==> src/rtl/spc_pkg.sv <==
package spc_pkg;

    localparam int SEG_W  = 2;
    localparam int CTRL_W = 8;

    typedef struct packed {
        logic             perr;
        logic             priv_all;
        logic [SEG_W-1:0] range;
        logic             berr_en;
        logic             nocache;
        logic             bad_par;
        logic             rep_en;
    } ctrl_t;

    typedef enum logic [1:0] {
        KIND_NONE = 2'd0,
        KIND_MEM  = 2'd1,
        KIND_CSR  = 2'd2
    } req_kind_t;

    typedef enum logic [1:0] {
        VERD_IDLE  = 2'd0,
        VERD_GRANT = 2'd1,
        VERD_FAULT = 2'd2,
        VERD_DROP  = 2'd3
    } verdict_t;

    function automatic logic seg_is_private(ctrl_t c, logic [SEG_W-1:0] seg);
        return c.priv_all || (seg >= c.range);
    endfunction

    function automatic verdict_t judge(req_kind_t k, ctrl_t c, logic [SEG_W-1:0] seg);
        if (k != KIND_MEM)          return VERD_IDLE;
        if (!seg_is_private(c, seg)) return VERD_GRANT;
        if (c.berr_en)              return VERD_FAULT;
        return VERD_DROP;
    endfunction

endpackage

==> src/rtl/spc_decode.sv <==
module spc_decode
    import spc_pkg::*;
#(
    parameter int ADDR_W   = 32,
    parameter int WIN_LOG2 = 20,
    parameter int SHORT_W  = 16,
    parameter int AM_W     = 6,
    parameter logic [AM_W-1:0] CSR_AM = 6'h15
) (
    input  logic                     req,
    input  logic [AM_W-1:0]          am,
    input  logic [ADDR_W-1:0]        addr,
    input  logic [ADDR_W-WIN_LOG2-1:0] base,
    input  logic [SHORT_W-1:0]       short_sel,
    output req_kind_t                kind,
    output logic [SEG_W-1:0]         seg
);
    localparam int SEG_LSB = WIN_LOG2 - SEG_W;

    logic win_hit;
    logic short_hit;

    always_comb begin
        win_hit   = (addr[ADDR_W-1:WIN_LOG2] == base);
        short_hit = (addr[SHORT_W-1:0] == short_sel);
        seg       = addr[SEG_LSB +: SEG_W];
        if (!req)
            kind = KIND_NONE;
        else if (am == CSR_AM)
            kind = short_hit ? KIND_CSR : KIND_NONE;
        else if (win_hit)
            kind = KIND_MEM;
        else
            kind = KIND_NONE;
    end

endmodule

==> src/rtl/spc_csr.sv <==
module spc_csr
    import spc_pkg::*;
(
    input  logic              clk,
    input  logic              rst,
    input  logic              sel,
    input  logic              write,
    input  logic [CTRL_W-1:0] wdata,
    input  logic              par_err_in,
    output ctrl_t             ctrl,
    output logic [CTRL_W-1:0] rdata,
    output logic              ack
);
    always_ff @(posedge clk) begin
        if (rst) begin
            ctrl  <= '0;
            rdata <= '0;
            ack   <= 1'b0;
        end else begin
            ack <= sel;
            if (sel && !write)
                rdata <= ctrl;
            if (sel && write)
                ctrl <= ctrl_t'(wdata);
            if (par_err_in)
                ctrl.perr <= 1'b1;
        end
    end

    // acknowledge only after a selecting request
    a_r2_ack_after_select: assert property (@(posedge clk) disable iff (rst)
        ack |-> $past(sel));

    // contents change only through a write or the parity flag
    a_r2_hold_without_write: assert property (@(posedge clk) disable iff (rst)
        (!$past(rst) && !$past(sel && write) && !$past(par_err_in)) |-> $stable(ctrl));

    // a parity error always leaves the flag set
    a_r9_perr_sets: assert property (@(posedge clk) disable iff (rst)
        (!$past(rst) && $past(par_err_in)) |-> ctrl.perr);

endmodule

==> src/rtl/spc_gate.sv <==
module spc_gate
    import spc_pkg::*;
(
    input  logic             clk,
    input  logic             rst,
    input  req_kind_t        kind,
    input  logic [SEG_W-1:0] seg,
    input  ctrl_t            ctrl,
    output logic             grant,
    output logic             berr
);
    verdict_t verdict;

    always_comb verdict = judge(kind, ctrl, seg);

    always_ff @(posedge clk) begin
        if (rst) begin
            grant <= 1'b0;
            berr  <= 1'b0;
        end else begin
            grant <= (verdict == VERD_GRANT);
            berr  <= (verdict == VERD_FAULT);
        end
    end

    // never both answers at once
    a_r6_one_answer: assert property (@(posedge clk) disable iff (rst)
        !(grant && berr));

    // private-all forbids a grant
    a_r3_no_grant_all_private: assert property (@(posedge clk) disable iff (rst)
        grant |-> !$past(ctrl.priv_all));

    // a granted segment lies below the range value
    a_r4_grant_below_range: assert property (@(posedge clk) disable iff (rst)
        grant |-> ($past(seg) < $past(ctrl.range)));

    // a bus error needs the enable bit
    a_r7_berr_needs_enable: assert property (@(posedge clk) disable iff (rst)
        berr |-> $past(ctrl.berr_en));

endmodule

==> src/rtl/seg_privacy_ctrl.sv <==
module seg_privacy_ctrl
    import spc_pkg::*;
#(
    parameter int ADDR_W   = 32,
    parameter int WIN_LOG2 = 20,
    parameter int SHORT_W  = 16,
    parameter int AM_W     = 6,
    parameter logic [AM_W-1:0] CSR_AM = 6'h15
) (
    input  logic                         clk,
    input  logic                         rst,
    input  logic                         sys_req,
    input  logic [AM_W-1:0]              sys_am,
    input  logic [ADDR_W-1:0]            sys_addr,
    input  logic                         sys_write,
    input  logic [CTRL_W-1:0]            sys_wdata,
    input  logic [ADDR_W-WIN_LOG2-1:0]   win_base,
    input  logic [SHORT_W-1:0]           csr_addr,
    input  logic                         par_err_in,
    input  logic                         loc_ack,
    output logic                         sys_grant,
    output logic                         sys_berr,
    output logic                         csr_ack,
    output logic [CTRL_W-1:0]            csr_rdata,
    output logic                         wrong_par,
    output logic                         par_rep_en,
    output logic                         loc_cache_n
);
    req_kind_t        kind;
    logic [SEG_W-1:0] seg;
    ctrl_t            ctrl;

    spc_decode #(
        .ADDR_W(ADDR_W), .WIN_LOG2(WIN_LOG2), .SHORT_W(SHORT_W),
        .AM_W(AM_W), .CSR_AM(CSR_AM)
    ) u_decode (
        .req(sys_req), .am(sys_am), .addr(sys_addr), .base(win_base),
        .short_sel(csr_addr), .kind(kind), .seg(seg)
    );

    spc_csr u_csr (
        .clk(clk), .rst(rst), .sel(kind == KIND_CSR), .write(sys_write),
        .wdata(sys_wdata), .par_err_in(par_err_in), .ctrl(ctrl),
        .rdata(csr_rdata), .ack(csr_ack)
    );

    spc_gate u_gate (
        .clk(clk), .rst(rst), .kind(kind), .seg(seg), .ctrl(ctrl),
        .grant(sys_grant), .berr(sys_berr)
    );

    always_comb begin
        wrong_par   = ctrl.bad_par;
        par_rep_en  = ctrl.rep_en;
        loc_cache_n = !(loc_ack && !ctrl.nocache);
    end

    // any answer traces back to an in-window memory request
    a_r8_answer_needs_mem: assert property (@(posedge clk) disable iff (rst)
        (sys_grant || sys_berr) |-> $past(kind == KIND_MEM));

    // register and memory answers are never given together
    a_r2_csr_not_mem: assert property (@(posedge clk) disable iff (rst)
        csr_ack |-> !(sys_grant || sys_berr));

endmodule

==> config.mk <==
export PLATFORM = sky130hd
export DESIGN_NAME = seg_privacy_ctrl
export DESIGN_NICKNAME = d
export VERILOG_FILES = /design/src/rtl/spc_pkg.sv /design/src/rtl/spc_decode.sv /design/src/rtl/spc_csr.sv /design/src/rtl/spc_gate.sv /design/src/rtl/seg_privacy_ctrl.sv
export SDC_FILE = /design/constraint.sdc
export NUM_CORES = 1
export LEC_CHECK = 0
export ABC_AREA = 1
export BUFFER_PORTS_ARGS = -buffer_cell sky130_fd_sc_hd__buf_2
export CAP_MARGIN = 0
export CORE_UTILIZATION = 37
export DETAILED_ROUTE_END_ITERATION = 8
export GPL_ROUTABILITY_DRIVEN = 0
export HOLD_SLACK_MARGIN = 0.1
export PLACE_DENSITY = 0.76
export SLEW_MARGIN = 20
export SYNTH_ARGS = -nofsm -noshare
export SYNTH_HDL_FRONTEND = slang
export SYNTH_SLANG_ARGS = --single-unit
==> constraint.sdc <==
create_clock -name clk -period 1.2 [get_ports clk]
set_input_delay 0 -clock clk [delete_from_list [all_inputs] [get_ports clk]]
set_output_delay 0 -clock clk [all_outputs]
set_load 0.005 [all_outputs]
==> results by group, run 1 <==
Routing
  • TritonRoute pass-1 iters: 4
  • Routed len/inst: 9.25 µm
  • DRC: 0
  • WL final: 3.65 mm
  • Via density: 4.36
  • First-iteration detailed-routing DRC count: 66
  • Vias: 1,723
  • Routed Antenna Nets: 0

Synthesis
  • Multiplexer share of the synthesized area: 0%
  • Cell Area, Synth: 1360 µm²
  • Unique masters post-synth: 26
  • Yosys warning total: 0
  • Simple-gate share of the synthesized area: 40.9%
  • Yosys reg bits: 19
  • Complex-gate fraction of the synthesized area: 10.8%
  • Post-Syn Area per Cell: 5.72 µm²
  • Cell count after synthesis: 237
  • XOR/XNOR Fraction of Synth Area: 3.88%
  • Synth Area in Adders: 1.85%
  • Post-synthesis sequential area ratio: 28.1%
  • Post-synthesis net count: 319
  • Largest family of logic cells by synthesized area: simple AND/OR/NAND/NOR gates

Final layout
  • Final net count: 432
  • Commonest non-fill, non-tap cell in the layout: buf_2
  • Utilization after layout: 60.6%
  • Synthesis-to-layout area growth: 52.7%
  • # diodes: 0
  • Most frequent cells in the layout: buf_2, nand2_1, inv_1, nor2_1, dfxtp_1
  • Layout cell share with drive strength beyond 1: 32.1%
  • Finished Layout Cells: 395

Floorplanning
  • Die Span Y: 62.5 µm
  • # IOs: 94
  • Die area: 3910 µm²
  • Die W: 62.5 µm
  • Initial Utilization: 39.7%
  • Core box area: 3420 µm²
  • Row Count: 21

Timing
  • Final setup TNS: 0 ns
  • Final Cycle Share: 91.0%
  • Max_slew headroom: 83.1%
  • Peak Freq: 916 MHz
  • Hold_ws: 0.105 ns
  • Final setup viols: 0
  • Final WS setup: 0.108 ns
  • Min cycle time layout: 1.09 ns
  • Final Max Slew Viols: 0
  • RSZ-0062 raised after global routing: true
  • Worst Clk Skew: 0.00766 ns
  • Slew @ Worst Pin: 0.253 ns
  • Fin. Hold Viols: 0

Hold path
  • WHS Path Cells: 6
  • Hold Path Sink: u_gate.berr$_SDFF_PP0_
  • Worst hold start: win_base[9]
  • HP Class: input pin to flop

Worst setup path
  • Worst-path cell chain: inv_1 > ha_1 > o21ai_1 > nand2_1 > o21ai_2 > nor2_1
  • Crit path launch: u_csr.ctrl[5]$_SDFFE_PP0P_
  • Critical Path Max Stage Delay: 0.34 ns
  • Crit Path Max Fanout: 2
  • Crit path required time: 1.39 ns
  • WP buf/inv: 1
  • Critical path class: flop to flop
  • Crit path max-delay family: flip-flops
  • Reg-to-Reg End: u_gate.berr$_SDFF_PP0_
  • R2R Path Start: u_csr.ctrl[5]$_SDFFE_PP0P_
  • Worst r2r path cells: 6
  • Flop2flop setup slack: 0.11 ns
  • CP Launch Type: flop
  • Worst endpoint data arrival time: 1.28 ns
  • CP Capture Type: flop
  • CP max-delay cell: dfxtp_2

Clocking
  • CTS max path bufs: 2
  • Num CTS Buffers: 3
  • Htree depth: 1
  • CTS tree: done
  • Worst skew pair latency: 0.29 ns
  • Clk root buf: clkbuf_4
  • Sink Count: 19
  • Worst-path clk slew: 0.10 ns

Global route
  • Tot GR Track Use: 19.2%
  • Initial antenna violation count: 0
  • Pin count of the biggest net entering global routing: 17
  • Grt ovf: 0
  • Vias in the first global route: 1,559
  • First-pass GRT wire length: 6.24 mm

Run
  • Maxcap violations: 0

Placed design
  • Port buffer count: 91
  • Cells after DPL: 379
  • Final HPWL DP: 2.88 mm
  • Place WS: -0.117 ns

Pwr
  • VDD IR max: 0.401 mV
  • Leak: 1.22 nW
  • P per Cell Area: 641 nW/µm²

Run status
  • Status: finished clean
-- layer usage --
layer | share of wire [%] | track usage (%) | routed length (µm) | vias to the layer above
li1 | - | - | - | 947
met1 | 42 | 22.3 | 1550 | 699
met2 | 50 | 34.8 | 1820 | 73
met3 | 6.4 | 3.83 | 233 | 4
met4 | 1.3 | 6.10 | 46 | 0
met5 | 0 | 0 | 0 | -
-- area by class of cell --
| class | instances | area, µm² |
|---|---|---|
| repair buffers | 110 | 628 |
| inverters | 50 | 188 |
| well taps | 46 | 57.6 |
| flip-flops and latches | 19 | 382 |
| clock buffers | 3 | 22.5 |
| multi-input cells | 166 | 787 |
| clock inverters | 1 | 5.00 |
| fillers | 363 | 1350 |
-- power by group --
group / switching (mW) / internal [mW]
logic: 0.179 / 0.204
clock network: 0.185 / 0.124
registers: 0.00134 / 0.633
-- flip-flops by register name, indices dropped and copies added, names as in the netlist --
| register | cells |
|---|---|
| u_gate.berr | 1 |
| u_csr.ack | 1 |
| u_gate.grant | 1 |
| u_csr.ctrl | 8 |
| u_csr.rdata | 8 |
-- worst max-delay path by stage --
stage | endpoint | slack [ns] | depth (start not counted)
2_1_floorplan | u_csr.rdata[0]$_SDFFE_PP0P_ | 0.13 | 9
3_3_place_gp | u_csr.rdata[2]$_SDFFE_PP0P_ | -0.08 | 10
3_5_place_dp | u_csr.rdata[1]$_SDFFE_PP0P_ | -0.12 | 10
4_1_cts | u_gate.berr$_SDFF_PP0_ | 0.02 | 5
5_1_grt | u_gate.grant$_SDFF_PP0_ | -0.007 | 7
6_report | u_gate.berr$_SDFF_PP0_ | 0.11 | 6
-- worst register-to-register path, cell delays in order (launching register included) --
cell and delay [ns]:
dfxtp_2 0.34, inv_1 0.06, ha_1 0.26, o21ai_1 0.08, nand2_1 0.09, o21ai_2 0.11
nor2_1 0.06
-- synth_stat cells --
library cell / instances / area (µm²)
a21boi_0: 1 / 7.51
a21oi_1: 3 / 15.0
a22o_1: 1 / 8.76
buf_1: 1 / 3.75
buf_2: 1 / 5.00
dfxtp_1: 19 / 380
ha_1: 2 / 25.0
inv_1: 50 / 188
nand2_1: 63 / 236
nand2_2: 1 / 6.26
nand3_1: 7 / 35.0
nand3_2: 1 / 10.0
nand4_1: 5 / 31.3
nor2_1: 42 / 158
nor2_2: 4 / 25.0
nor2_4: 1 / 11.3
nor3_1: 3 / 15.0
nor3b_1: 1 / 7.51
nor4_1: 1 / 6.26
o211ai_1: 1 / 7.51
o21ai_0: 4 / 20.0
o21ai_1: 15 / 75.1
o22ai_1: 2 / 12.5
or2_0: 1 / 6.26
or2_2: 1 / 6.26
xnor2_1: 6 / 52.6
-- cell families after synthesis --
| family | after synthesis |
|---|---|
| buffers and inverters | 52 |
| xor gates and xnor gates | 6 |
| and+or+nand+nor | 131 |
| AOI/OAI and AO/OA | 27 |
| adders and majority gates | 2 |
| DFF | 19 |
-- per-stage QoR --
stage | cell area (µm²) | total power [mW]
3_3_place_gp | 1910 | 0.989
5_1_grt | 2070 | 1.42
4_1_cts | 2060 | 1.33
6_report | 2070 | 1.33
3_5_place_dp | 1910 | 0.996
2_1_floorplan | 1360 | 0.818
-- what timing repair did --
| item | 4_1_cts | 5_1_grt |
|---|---|---|
| hold buffers | 12 | 0 |
| hold endpoints to repair | 18 | 0 |
| buffers inserted | 0 | 0 |
| endpoints found under the setup margin | 0 | 4 |
| gates resized for setup | 0 | 5 |
(Power assumes the default switching activity.)
==> run 2: changes to the inputs <==
--- a/config.mk
+++ b/config.mk
@@ -9,6 +9,7 @@
 export BUFFER_PORTS_ARGS = -buffer_cell sky130_fd_sc_hd__buf_2
 export CAP_MARGIN = 0
 export CORE_UTILIZATION = 37
+export CTS_BUF_LIST = sky130_fd_sc_hd__clkbuf_16
 export DETAILED_ROUTE_END_ITERATION = 8
 export GPL_ROUTABILITY_DRIVEN = 0
 export HOLD_SLACK_MARGIN = 0.1
==> run 2 against run 1 <==
Critical path type unchanged. Highest routed layer unchanged. Via count increased by 0.81%. Global-route usage increased by 0.92 points. Wire length up 2.0%. Die area unchanged. Largest cell class unchanged. Utilization rose by 1.7 points. Clock power increased by 120%. Cell count decreased by 0.25%.
==> results by group, run 2 (same netlist as run 1, synthesis figures left out) <==
Worst setup path
  • R2R Path Start: u_csr.ctrl[4]$_SDFFE_PP0P_
  • Reg-to-Reg End: u_gate.berr$_SDFF_PP0_
  • CP Launch Type: flop
  • Worst endpoint data arrival time: 1.25 ns
  • CP Capture Type: flop
  • Critical path class: flop to flop
  • Worst r2r path cells: 5
  • Flop2flop setup slack: 0.09 ns
  • Crit Path Max Fanout: 2
  • Crit path required time: 1.34 ns

Timing
  • Worst Clk Skew: 0.00375 ns
  • Max_slew headroom: 83.4%
  • Final Cycle Share: 92.2%
  • Fin. Hold Viols: 0
  • Final WS setup: 0.0935 ns
  • Final Max Slew Viols: 0
  • Min cycle time layout: 1.11 ns
  • Final setup viols: 0
  • Peak Freq: 904 MHz
  • RSZ-0062 raised after global routing: false
  • Slew @ Worst Pin: 0.248 ns

Final layout
  • Commonest non-fill, non-tap cell in the layout: buf_2
  • Layout cell share with drive strength beyond 1: 33.3%
  • Utilization after layout: 62.3%
  • Final net count: 431
  • Top Registers: u_csr.ctrl: 8 flops, u_csr.rdata: 8 flops
  • # diodes: 0
  • Synthesis-to-layout area growth: 57.1%
  • Fillers: 347
  • Most frequent cells in the layout: buf_2, nand2_1, inv_1, nor2_1, dfxtp_1
  • Finished Layout Cells: 394

Routing
  • Via density: 4.41
  • First-iteration detailed-routing DRC count: 65
  • WL final: 3.73 mm
  • TritonRoute pass-1 iters: 4
  • Vias: 1,737
  • Routed Antenna Nets: 0
  • DRC: 0
  • Routed len/inst: 9.46 µm

Placed design
  • Cells after DPL: 379
  • Port buffer count: 91
  • Final HPWL DP: 2.88 mm
  • Place WS: -0.117 ns

Pwr
  • Total power draw: 1.68 mW
  • VDD IR max: 0.626 mV
  • P per Cell Area: 790 nW/µm²
  • Clk pwr share: 39.6%
  • Pint: 1.28 mW
  • Sw frac: 23.8%
  • Leak: 1.24 nW
  • Combinational Power Share: 22.6%
  • Sw power: 0.399 mW
  • Seq pwr share: 37.8%

Global route
  • Tot GR Track Use: 20.1%
  • Initial antenna violation count: 0
  • Pin count of the biggest net entering global routing: 17
  • Grt ovf: 0
  • First-pass GRT wire length: 6.45 mm
  • Vias in the first global route: 1,577

Hold path
  • HP Class: input pin to flop
  • Worst hold start: sys_write
  • WHS Path Cells: 4
  • Hold Path Sink: u_csr.rdata[3]$_SDFFE_PP0P_

Clocking
  • CTS max path bufs: 2
  • CTS tree: done
  • Htree depth: 1
  • Clk root buf: clkbuf_16
  • Num CTS Buffers: 3
  • Worst skew pair latency: 0.25 ns
  • Worst-path clk slew: 0.05 ns
  • Sink Count: 19

Run
  • Maxcap violations: 0

Floorplanning
  • Die Span Y: 62.5 µm
  • Die W: 62.5 µm
  • Initial Utilization: 39.7%
  • # IOs: 94
  • Die area: 3910 µm²
  • Row Count: 21
  • Core box area: 3420 µm²

Run status
  • Status: finished clean
run 2: changes by cell type in the layout (fill, tap and decap cells not counted), sizes merged:
cell         before  now
dlygate4sd3      12   11
run 2: routing by layer:
layer	track usage, %	vias up	part of all wire, %
met5	0	-	0
met4	5.81	0	1.0
met3	4.93	4	7.0
met2	36.1	67	50
met1	23.3	723	42
li1	-	943	-
run 2: power by group through the flow:
stage / logic (mW) / registers, mW / clock network [mW]
after CTS: 0.376 / 0.635 / 0.676
after detailed placement: 0.348 / 0.648 / 0
after global placement: 0.340 / 0.648 / 0
after global routing: 0.435 / 0.635 / 0.712
final: 0.380 / 0.635 / 0.665
after floorplan: 0.170 / 0.648 / 0
run 2: worst max path at each step:
stage                                       end                       start
CTS                      u_gate.berr$_SDFF_PP0_  u_csr.ctrl[4]$_SDFFE_PP0P_
detailed placement  u_csr.rdata[1]$_SDFFE_PP0P_                   sys_am[3]
finish                   u_gate.berr$_SDFF_PP0_  u_csr.ctrl[4]$_SDFFE_PP0P_
global route             u_gate.berr$_SDFF_PP0_  u_csr.ctrl[4]$_SDFFE_PP0P_
floorplan           u_csr.rdata[0]$_SDFFE_PP0P_                   sys_am[3]
global placement    u_csr.rdata[2]$_SDFFE_PP0P_                   sys_am[3]
run 2: layout make-up:
type	count	area, µm²	share of cell area, %
repair buffers	109	621	29.2
clock inverters	1	5.00	0.235
multi-input cells	166	800	37.6
clock buffers	3	75.1	3.53
flip-flops and latches	19	383	18.0
inverters	50	188	8.82
well taps	46	57.6	2.70
run 2: timing repair:
item / 4_1_cts / 5_1_grt
setup buffers: 0 / 1
hold buffers: 11 / 0
hold endpoints to repair: 10 / 0
resized for setup: 0 / 10
endpoints found under the setup margin: 0 / 10
run 2: worst max-delay path, cell delays in order (launching register included):
cell,delay (ns)
dfxtp_2,0.32
ha_1,0.26
o21ai_1,0.14
nand2_1,0.09
o21ai_2,0.13
nor2_1,0.05
run 2: stage by stage:
step	hold WS [ns]	area (µm²)	TNS (ns)
detailed placement	0.183	1910	-1.13
floorplan	0.0454	1360	0
global route	0.148	2130	0
global placement	0.184	1910	-0.930
CTS	0.127	2100	0
finish	0.135	2130	0
==> run 3: changes to the inputs <==
--- a/config.mk
+++ b/config.mk
@@ -8,6 +8,7 @@
 export ABC_AREA = 1
 export BUFFER_PORTS_ARGS = -buffer_cell sky130_fd_sc_hd__buf_2
 export CAP_MARGIN = 0
+export CORE_MARGIN = 5
 export CORE_UTILIZATION = 37
 export CTS_BUF_LIST = sky130_fd_sc_hd__clkbuf_16
 export DETAILED_ROUTE_END_ITERATION = 8
==> run 3 against run 2 <==
Cell area down 1.1%. Utilization shrank 3.9 points. Sequential share of layout area increased by 0.084 points. Non-clock buffer count is the same.
==> results by group, run 3 (same netlist as run 1, synthesis figures left out) <==
Timing
  • Fin. Hold Viols: 0
  • Hold_ws: 0.126 ns
  • Worst Clk Skew: 0.00143 ns
  • Min cycle time layout: 1.13 ns
  • Final setup TNS: 0 ns
  • Final Cycle Share: 94.5%
  • Final Max Slew Viols: 0
  • Slew @ Worst Pin: 0.244 ns
  • Final setup viols: 0
  • Max_slew headroom: 83.7%
  • Peak Freq: 882 MHz

Routing
  • Routed Antenna Nets: 0
  • First-iteration detailed-routing DRC count: 90
  • TritonRoute pass-1 iters: 4
  • DRC: 0
  • Routed len/inst: 10.3 µm
  • Via density: 4.40
  • Vias: 1,743
  • WL final: 4.10 mm

Clocking
  • CTS max path bufs: 2
  • Num CTS Buffers: 3
  • Worst-path clk slew: 0.05 ns
  • Sink Count: 19
  • Htree depth: 1
  • Clk root buf: clkbuf_16
  • CTS tree: done
  • Worst skew pair latency: 0.25 ns

Floorplanning
  • Die W: 70.5 µm
  • Die area: 4970 µm²
  • Core box area: 3610 µm²
  • Die Span Y: 70.5 µm
  • # IOs: 94
  • Initial Utilization: 37.6%
  • Row Count: 22

Worst setup path
  • Worst endpoint data arrival time: 1.28 ns
  • Critical path class: input pin to flop
  • Crit Path Max Fanout: 2
  • Crit path required time: 1.34 ns
  • CP Launch Type: input pin
  • CP Capture Type: flop

Final layout
  • Fin area: 2100 µm²
  • Most frequent cells in the layout: buf_2, nand2_1, inv_1, nor2_1, dfxtp_1
  • Layout cell share with drive strength beyond 1: 31.6%
  • # diodes: 0
  • Synthesis-to-layout area growth: 55.3%
  • Top Registers: u_csr.ctrl: 8 flops, u_csr.rdata: 8 flops
  • Commonest non-fill, non-tap cell in the layout: buf_2
  • Fillers: 362
  • Utilization after layout: 58.4%
  • Final net count: 431

Global route
  • Vias in the first global route: 1,596
  • First-pass GRT wire length: 6.54 mm
  • Initial antenna violation count: 0
  • Pin count of the biggest net entering global routing: 17
  • Tot GR Track Use: 15.7%
  • Grt ovf: 0

Pwr
  • VDD IR max: 0.399 mV
  • Total power draw: 1.69 mW
  • P per Cell Area: 803 nW/µm²
  • Leak: 1.23 nW
  • Pint: 1.28 mW
  • Clk pwr share: 40.3%
  • Sw frac: 24.4%
  • Sw power: 0.412 mW
  • Seq pwr share: 37.6%
  • Combinational Power Share: 22.2%

Run status
  • Status: finished clean

Placed design
  • Final HPWL DP: 3.28 mm
  • Placed Area: 1900 µm²
  • Port buffer count: 91

Run
  • Maxcap violations: 0

Hold path
  • HP Class: input pin to flop
==> run 3: cell count changes in the layout (fill, tap and decap cells not counted), moves of 2 or more <==
cell and delta:
dfxtp_1 +2, o21ai_2 -3, o21ai_1 +3, dfxtp_2 -2
==> run 3: final timing paths <==
kind              slack (ns)                         from                          end  depth (start not counted)
setup / recovery        0.07                 sys_addr[19]       u_gate.berr$_SDFF_PP0_                          7
setup reg to reg        0.10   u_csr.ctrl[5]$_SDFFE_PP0P_       u_gate.berr$_SDFF_PP0_                          6
hold / removal          0.13                    sys_write  u_csr.rdata[1]$_SDFFE_PP0P_                          4
hold reg to reg         0.47  u_csr.rdata[0]$_SDFFE_PP0P_  u_csr.rdata[0]$_SDFFE_PP0P_                          2
==> run 3: power groups by stage <==
stage / Clock (mW) / Combinational, mW / Sequential [mW]
global route: 0.712 / 0.428 / 0.635
global placement: 0 / 0.336 / 0.648
CTS: 0.686 / 0.373 / 0.635
detailed placement: 0 / 0.343 / 0.649
floorplan: 0 / 0.170 / 0.648
finish: 0.681 / 0.374 / 0.635
==> run 3: cell type report <==
type	instances	area [µm²]	area share [%]
multi-input cells	166	778	37.0
repair buffers	109	618	29.4
flip-flops and latches	19	380	18.1
inverters	50	188	8.92
clock buffers	3	75.1	3.57
well taps	48	60.1	2.85
clock inverters	1	5.00	0.238
==> run 3: timing repair <==
| item | 4_1_cts | 5_1_grt |
|---|---|---|
| setup buffers | 0 | 2 |
| setup endpoints to repair | 0 | 3 |
| hold buffers | 11 | 0 |
| endpoints found under the hold margin | 10 | 0 |
| resized for setup | 0 | 2 |
==> run 3: layer usage <==
layer  global-route usage, %  part of all wire, %
met2                    27.4                   50
met3                    3.45                  8.9
met1                    18.7                   40
met5                       0                    0
met4                    5.53                  1.5
==> run 3: critical path, stage by stage <==
cell	delay (ns)
dlygate4sd3_1	0.54
buf_2	0.13
ha_1	0.27
o21ai_1	0.08
nand2_1	0.08
o21ai_1	0.12
nor2_1	0.06
==> run 3: through the flow <==
stage	cells	worst slack, ns
5_1_grt	396	-0.00611
3_5_place_dp	379	-0.114
6_report	396	0.0665
4_1_cts	394	0.00643
3_3_place_gp	379	-0.0807
2_1_floorplan	237	0.126
